## config.mk

```make
export PLATFORM = sky130hd
export DESIGN_NAME = fp_nan_classify_quiet
export DESIGN_NICKNAME = d
export VERILOG_FILES = /design/src/rtl/fp_nan_pkg.sv /design/src/rtl/fp_field_split.sv /design/src/rtl/fp_classify.sv /design/src/rtl/fp_nan_quiet.sv /design/src/rtl/fp_nan_classify_quiet.sv
export SDC_FILE = /design/constraint.sdc
export NUM_CORES = 1
export LEC_CHECK = 0
export BUFFER_PORTS_ARGS = -buffer_cell sky130_fd_sc_hd__buf_2
export CAP_MARGIN = 30
export CORE_MARGIN = 3
export CORE_UTILIZATION = 31
export DETAILED_ROUTE_END_ITERATION = 7
export GPL_ROUTABILITY_DRIVEN = 0
export PLACE_DENSITY_LB_ADDON = 0.15
export RECOVER_POWER = 50
export SLEW_MARGIN = 20
export SYNTH_ARGS = -nofsm -noshare
export SYNTH_HDL_FRONTEND = slang
export SYNTH_SLANG_ARGS = --single-unit
export TNS_END_PERCENT = 1
```

## constraint.sdc

```tcl
create_clock -name vclk -period 1.2
set_input_delay 0 -clock vclk [all_inputs]
set_output_delay 0 -clock vclk [all_outputs]
set_load 0.02 [all_outputs]
```

## src/rtl/fp_nan_pkg.sv

```systemverilog
package fp_nan_pkg;
  typedef enum logic [2:0] {
    CLS_ZERO   = 3'd0,
    CLS_DENORM = 3'd1,
    CLS_NORMAL = 3'd2,
    CLS_INF    = 3'd3,
    CLS_QNAN   = 3'd4,
    CLS_SNAN   = 3'd5
  } fp_cls_e;
endpackage

```

## src/rtl/fp_field_split.sv

```systemverilog
module fp_field_split #(
  parameter int EXP_W  = 8,
  parameter int FRAC_W = 23,
  localparam int W     = 1 + EXP_W + FRAC_W
) (
  input  logic [W-1:0]      op_i,
  output logic              sign_o,
  output logic [EXP_W-1:0]  exp_o,
  output logic [FRAC_W-1:0] frac_o,
  output logic              exp_ones_o,
  output logic              exp_zero_o,
  output logic              frac_zero_o,
  output logic              frac_msb_o
);
  always_comb begin
    sign_o      = op_i[W-1];
    exp_o       = op_i[W-2:FRAC_W];
    frac_o      = op_i[FRAC_W-1:0];
    exp_ones_o  = &exp_o;
    exp_zero_o  = ~|exp_o;
    frac_zero_o = ~|frac_o;
    frac_msb_o  = frac_o[FRAC_W-1];
  end
endmodule

```

## src/rtl/fp_classify.sv

```systemverilog
module fp_classify
  import fp_nan_pkg::*;
(
  input  logic    exp_ones_i,
  input  logic    exp_zero_i,
  input  logic    frac_zero_i,
  input  logic    frac_msb_i,
  input  logic    nan2008_i,
  output fp_cls_e cls_o,
  output logic    is_nan_o,
  output logic    snan_o
);
  always_comb begin
    is_nan_o = exp_ones_i & ~frac_zero_i;
    // 2008: msb clear signals; legacy: msb set signals
    snan_o   = is_nan_o & (nan2008_i ^ frac_msb_i);
    unique case ({exp_ones_i, exp_zero_i})
      2'b01:   cls_o = frac_zero_i ? CLS_ZERO : CLS_DENORM;
      2'b10:   cls_o = frac_zero_i ? CLS_INF : (snan_o ? CLS_SNAN : CLS_QNAN);
      default: cls_o = CLS_NORMAL;
    endcase
  end
endmodule

```

## src/rtl/fp_nan_quiet.sv

```systemverilog
module fp_nan_quiet #(
  parameter int EXP_W  = 8,
  parameter int FRAC_W = 23,
  localparam int W     = 1 + EXP_W + FRAC_W
) (
  input  logic [W-1:0] op_i,
  input  logic         nan2008_i,
  input  logic         snan_i,
  output logic [W-1:0] quiet_o,
  output logic         invalid_o
);
  localparam int QB = FRAC_W - 1;
  localparam int GB = FRAC_W - 2;

  logic [W-1:0] q2008, qleg, qleg_clr;

  always_comb begin
    q2008     = op_i;
    q2008[QB] = 1'b1;
    qleg_clr     = op_i;
    qleg_clr[QB] = 1'b0;
    qleg         = qleg_clr;
    // keep it a NaN instead of collapsing to infinity
    if (~|qleg_clr[FRAC_W-1:0]) qleg[GB] = 1'b1;
    if (snan_i) quiet_o = nan2008_i ? q2008 : qleg;
    else        quiet_o = op_i;
    invalid_o = snan_i;
  end
endmodule

```

## src/rtl/fp_nan_classify_quiet.sv

```systemverilog
module fp_nan_classify_quiet
  import fp_nan_pkg::*;
#(
  parameter int EXP_W  = 8,
  parameter int FRAC_W = 23,
  localparam int W     = 1 + EXP_W + FRAC_W
) (
  input  logic [W-1:0] op_i,
  input  logic         nan2008_i,
  output logic [2:0]   cls_o,
  output logic         sign_o,
  output logic         snan_o,
  output logic [W-1:0] quiet_o,
  output logic         invalid_o
);
  logic [EXP_W-1:0]  exp_w;
  logic [FRAC_W-1:0] frac_w;
  logic exp_ones, exp_zero, frac_zero, frac_msb, is_nan;
  fp_cls_e cls_w;

  fp_field_split #(.EXP_W(EXP_W), .FRAC_W(FRAC_W)) u_split (
    .op_i        (op_i),
    .sign_o      (sign_o),
    .exp_o       (exp_w),
    .frac_o      (frac_w),
    .exp_ones_o  (exp_ones),
    .exp_zero_o  (exp_zero),
    .frac_zero_o (frac_zero),
    .frac_msb_o  (frac_msb)
  );

  fp_classify u_cls (
    .exp_ones_i  (exp_ones),
    .exp_zero_i  (exp_zero),
    .frac_zero_i (frac_zero),
    .frac_msb_i  (frac_msb),
    .nan2008_i   (nan2008_i),
    .cls_o       (cls_w),
    .is_nan_o    (is_nan),
    .snan_o      (snan_o)
  );

  fp_nan_quiet #(.EXP_W(EXP_W), .FRAC_W(FRAC_W)) u_quiet (
    .op_i      (op_i),
    .nan2008_i (nan2008_i),
    .snan_i    (snan_o),
    .quiet_o   (quiet_o),
    .invalid_o (invalid_o)
  );

  assign cls_o = cls_w;

  logic unused_w;
  assign unused_w = ^{exp_w, frac_w, is_nan};
endmodule

```

==> results of run 1 <==
## cell usage in the layout (no fill, tap or decap), types with 2 or more instances in the layout
| cell type | instances |
|---|---|
| nor2_1 | 2 |
| inv_1 | 3 |
| nor4_2 | 3 |
| buf_6 | 3 |
| buf_2 | 52 |
| nor4_4 | 3 |
| ha_1 | 2 |
| nand4_1 | 3 |
| buf_4 | 2 |
| nand2_1 | 3 |
| nor3_2 | 2 |
| clkbuf_1 | 13 |
## power by group
group | internal, W | switching (W)
registers | 0 | 0
clock network | 0 | 0
logic | 0.0000852 | 0.000145
## per-stage QoR
| step | utilization | setup TNS (ns) | worst slack [ns] |
|---|---|---|---|
| after floorplan | - | -0.0848 | -0.0848 |
| after global placement | 0.438 | -0.0956 | -0.0761 |
| after detailed placement | 0.438 | -0.0883 | -0.0816 |
| after CTS | 0.462 | -0.0185 | -0.0185 |
| after global routing | 0.507 | -0.432 | -0.103 |
| final | 0.507 | 0 | 0.0176 |
## worst max-delay path by stage
| stage | start | endpoint | slack [ns] | cells past startpoint |
|---|---|---|---|---|
| detailed placement | op_i[1] | cls_o[0] | -0.08 | 6 |
| finish | op_i[27] | cls_o[0] | 0.02 | 7 |
| global placement | op_i[1] | cls_o[0] | -0.08 | 6 |
| floorplan | op_i[27] | cls_o[0] | -0.08 | 6 |
| global route | op_i[0] | cls_o[0] | -0.10 | 6 |
| CTS | op_i[26] | cls_o[0] | -0.02 | 8 |
## per-layer routing
layer,wire length [um],part of all wire,vias up
met5,0,0,-
met4,0,0,0
met3,210,0.16,0
met2,731,0.55,37
met1,397,0.30,235
li1,-,-,271
## critical path, stage by stage
cell and delay [ns]:
buf_2 0.10, nand4_1 0.10, or2_4 0.26, ha_1 0.32, nand2b_4 0.15, o2bb2ai_2 0.12, buf_6 0.13
## area by class of cell
cell class / instances / area, um^2
fill: 157 / 666
inverter: 3 / 11.3
multi-input combinational: 30 / 297
tap: 15 / 18.8
timing repair buffer: 70 / 358
## logic make-up (layout without fill, tap and decap cells)
family | Yosys count | count (layout) | share of synthesized area
AO/OA/AOI/OAI | 5 | 5 | 0.0890
XOR/XNOR | 1 | 1 | 0.0189
adder cells (fa/ha/maj) | 2 | 2 | 0.0539
buffers and inverters | 36 | 73 | 0.566
AND/OR/NAND/NOR | 22 | 22 | 0.272
## repair_timing
item,CTS,global route
setup endpoints to repair,2,7
pin swaps,1,7
resized for setup,6,14
setup buffers,0,0
endpoints found under the hold margin,0,0
==> results.cfg, run 1 <==
[status]
status = complete, no violations

[critical_path]
critPathKind = primary input to output port
end_kind = output port
cp_data_arrival_time_ns = 1.18
worstSetupStartpointType = primary input
crit_required_ns = 1.20
cp_max_fo = 3

[grt]
grt_pass1_vias = 447
met3_usage = 0.00797
overflow = 0
antenna_found_initial = 0
grt_use_total = 0.111
use_met1 = 0.110
grt_max_degree = 6
busiest_layer = met2
grt_first_pass_wirelength_um = 1770
met2_usage = 0.249

[worst_hold_path]
min_to = sign_o
hold_path_class = primary input to output port
hold_depth = 0
hp-start = op_i[31]

[finish]
fin_cells = 118
num_antenna_cells = 0
drive_gt1_frac = 0.689
final.clkbuf_count = 0
final_area_um2 = 684
design.seq.count = 0
regArea_um2 = 0
nets = 140
syn2layout_area_growth_pct = 47.4

[placed_design]
hpwl_um = 1090
dpl.cell_count = 118
port_buffers = 68
placed_area_um2 = 592

[sta]
slew_headroom = 0.826
setup_viol = 0
timing.fmax_mhz = 846
finalCriticalPeriod_ns = 1.18
drv_slew = 0
finalCritPeriodShare = 0.985
max_slew.worst_pin.slew_ns = 0.259
grt_setup_unrepaired = yes
fin_hold_ws_ns = 0.0000113
hold_viol = 0

[detailed_routing]
vias = 543
antenna_left = 0
dr.first_iter.drc_count = 1
vias_per_cell = 4.60
drt_pass1_iterations = 2
routed_wl_um = 1340
wl_per_cell_um = 11.3
drc = 0

[synth]
synth_cell_types = 19
yosysSeqAreaShare = 0
avgSynthCellArea_um2 = 7.03
synth_warnings = 0
syn-cell-area_um2 = 464
synth.top_cell.area_share = 0.518
syn_nets = 101
netlist_top_cells_count = 32 x buf_4, 7 x nor4_1, 3 x inv_1, 3 x nand2_1, 3 x nand4_1
synth_top_cell_by_area = buf_4
synth.most_common_cell = buf_4
synthCells = 66
ys_top_cells_by_area = buf_4 52%, nor4_1 9.4%, ha_1 5.4%

[floorplan]
coreArea_um2 = 1350
die_w_um = 44.7
dieArea_um2 = 2000
std_cell_rows = 13
start_util = 0.344
dieHeight_um = 44.7
io_pins = 71

[clocking]
postCtsHoldBufs = 0

[flow_run]
max-cap-violations = 0

[pwr]
power_density_nw_per_um2 = 336
p_leak_nw = 0.346
power.total_w = 0.000230
irDropWorstVdd_v = 0.000124
No activity file was read; power rests on OpenSTA's default activity.
==> run 2, diff against run 1 <==
CORE_MARGIN = 2   (was 3)
==> run 2 against run 1 <==
Net effect:
- global-route usage down 0.53 points
- worst hold slack about the same
- critical path type unchanged
- cell area up 2.7%
- total power about the same
==> results.cfg, run 2 (same netlist as run 1, synthesis figures left out) <==
[status]
status = complete, no violations

[grt]
overflow = 0
grt_first_pass_wirelength_um = 1630
antenna_found_initial = 0
grt_pass1_vias = 412
grt_max_degree = 6
grt_use_total = 0.106

[sta]
grt_setup_unrepaired = yes
max_slew.worst_pin.slew_ns = 0.271
hold_viol = 0
setup_viol = 0
slew_headroom = 0.818
timing.fmax_mhz = 845
finalCritPeriodShare = 0.986
fin_hold_ws_ns = 0.0000151
finalCriticalPeriod_ns = 1.18
drv_slew = 0

[finish]
layout_commonest_cell = buf_2
layout_common_cells = 47 x buf_2, 14 x clkbuf_1, 8 x buf_4, 4 x nor4_2
design.seq.count = 0
final.clkbuf_count = 0
nFillCells = 157
syn2layout_area_growth_pct = 51.5
num_antenna_cells = 0
fin_cells = 120
regArea_um2 = 0
nets = 142
drive_gt1_frac = 0.695

[floorplan]
die_w_um = 42.7
start_util = 0.344
dieArea_um2 = 1820
dieHeight_um = 42.7
std_cell_rows = 13
io_pins = 71
coreArea_um2 = 1350

[critical_path]
worstSetupStartpointType = primary input
cp_top_family = simple AND/OR/NAND/NOR gates
cp_data_arrival_time_ns = 1.18
end_kind = output port
cp_max_fo = 3
path_common_cell = buf_4
path_buf_inv = 3
crit_required_ns = 1.20
cpMaxStageDelayCell = nor4_4
cp_slowest_stage_delay_ns = 0.26
critPathKind = primary input to output port
path_cells = buf_4 -> nor4_4 -> nand4_1 -> nor3_2 -> buf_4 -> a21o_1 -> buf_6

[detailed_routing]
routed_wl_um = 1240
drt_pass1_iterations = 3
drc = 0
vias = 551
wl_per_cell_um = 10.3
dr.first_iter.drc_count = 1
antenna_left = 0
vias_per_cell = 4.59

[clocking]
postCtsHoldBufs = 0

[placed_design]
port_buffers = 68
dpl.cell_count = 119
hpwl_um = 969

[flow_run]
max-cap-violations = 0

[pwr]
p_leak_nw = 0.339
irDropWorstVdd_v = 0.000157
power_density_nw_per_um2 = 327

[worst_hold_path]
hold_path_class = primary input to output port
-- run 2: stage by stage --
stage | power, W | setup WS, ns | utilization | TNS [ns] | cell area, um^2
2_1_floorplan | 0.000173 | -0.0848 | - | -0.0848 | 469
3_3_place_gp | 0.000209 | -0.0576 | 0.444 | -0.0968 | 599
3_5_place_dp | 0.000210 | -0.0590 | 0.444 | -0.108 | 599
4_1_cts | 0.000215 | -0.00499 | 0.468 | -0.00499 | 632
5_1_grt | 0.000245 | -0.0758 | 0.521 | -0.204 | 703
6_report | 0.000230 | 0.0171 | 0.521 | 0 | 703
-- run 2: final timing paths --
path | slack [ns] | start | cells past startpoint | end
worst min-delay path | 0.00002 | op_i[31] | 0 | quiet_o[31]
worst max-delay path | 0.02 | op_i[10] | 7 | cls_o[1]
-- run 2: final cells by class --
type	count	area, um^2	share of cell area
well taps	15	18.8	0.0267
multi-input cells	30	292	0.415
repair buffers	72	382	0.543
inverters	3	11.3	0.0160
-- run 2: power breakdown --
part | total, W | internal [W] | switching (W)
clock | 0 | 0 | 0
combinational | 0.000230 | 0.0000880 | 0.000142
sequential | 0 | 0 | 0
-- run 2: repair_timing --
action | CTS | global route
endpoints found under the setup margin | 5 | 6
setup buffers | 0 | 1
pin swaps | 2 | 4
gates resized for setup | 6 | 18
-- run 2: metal layers --
metal	GRT usage	part of all wire
met1	0.114	0.33
met2	0.215	0.53
met3	0.0255	0.14
met4	0	0
met5	0	0
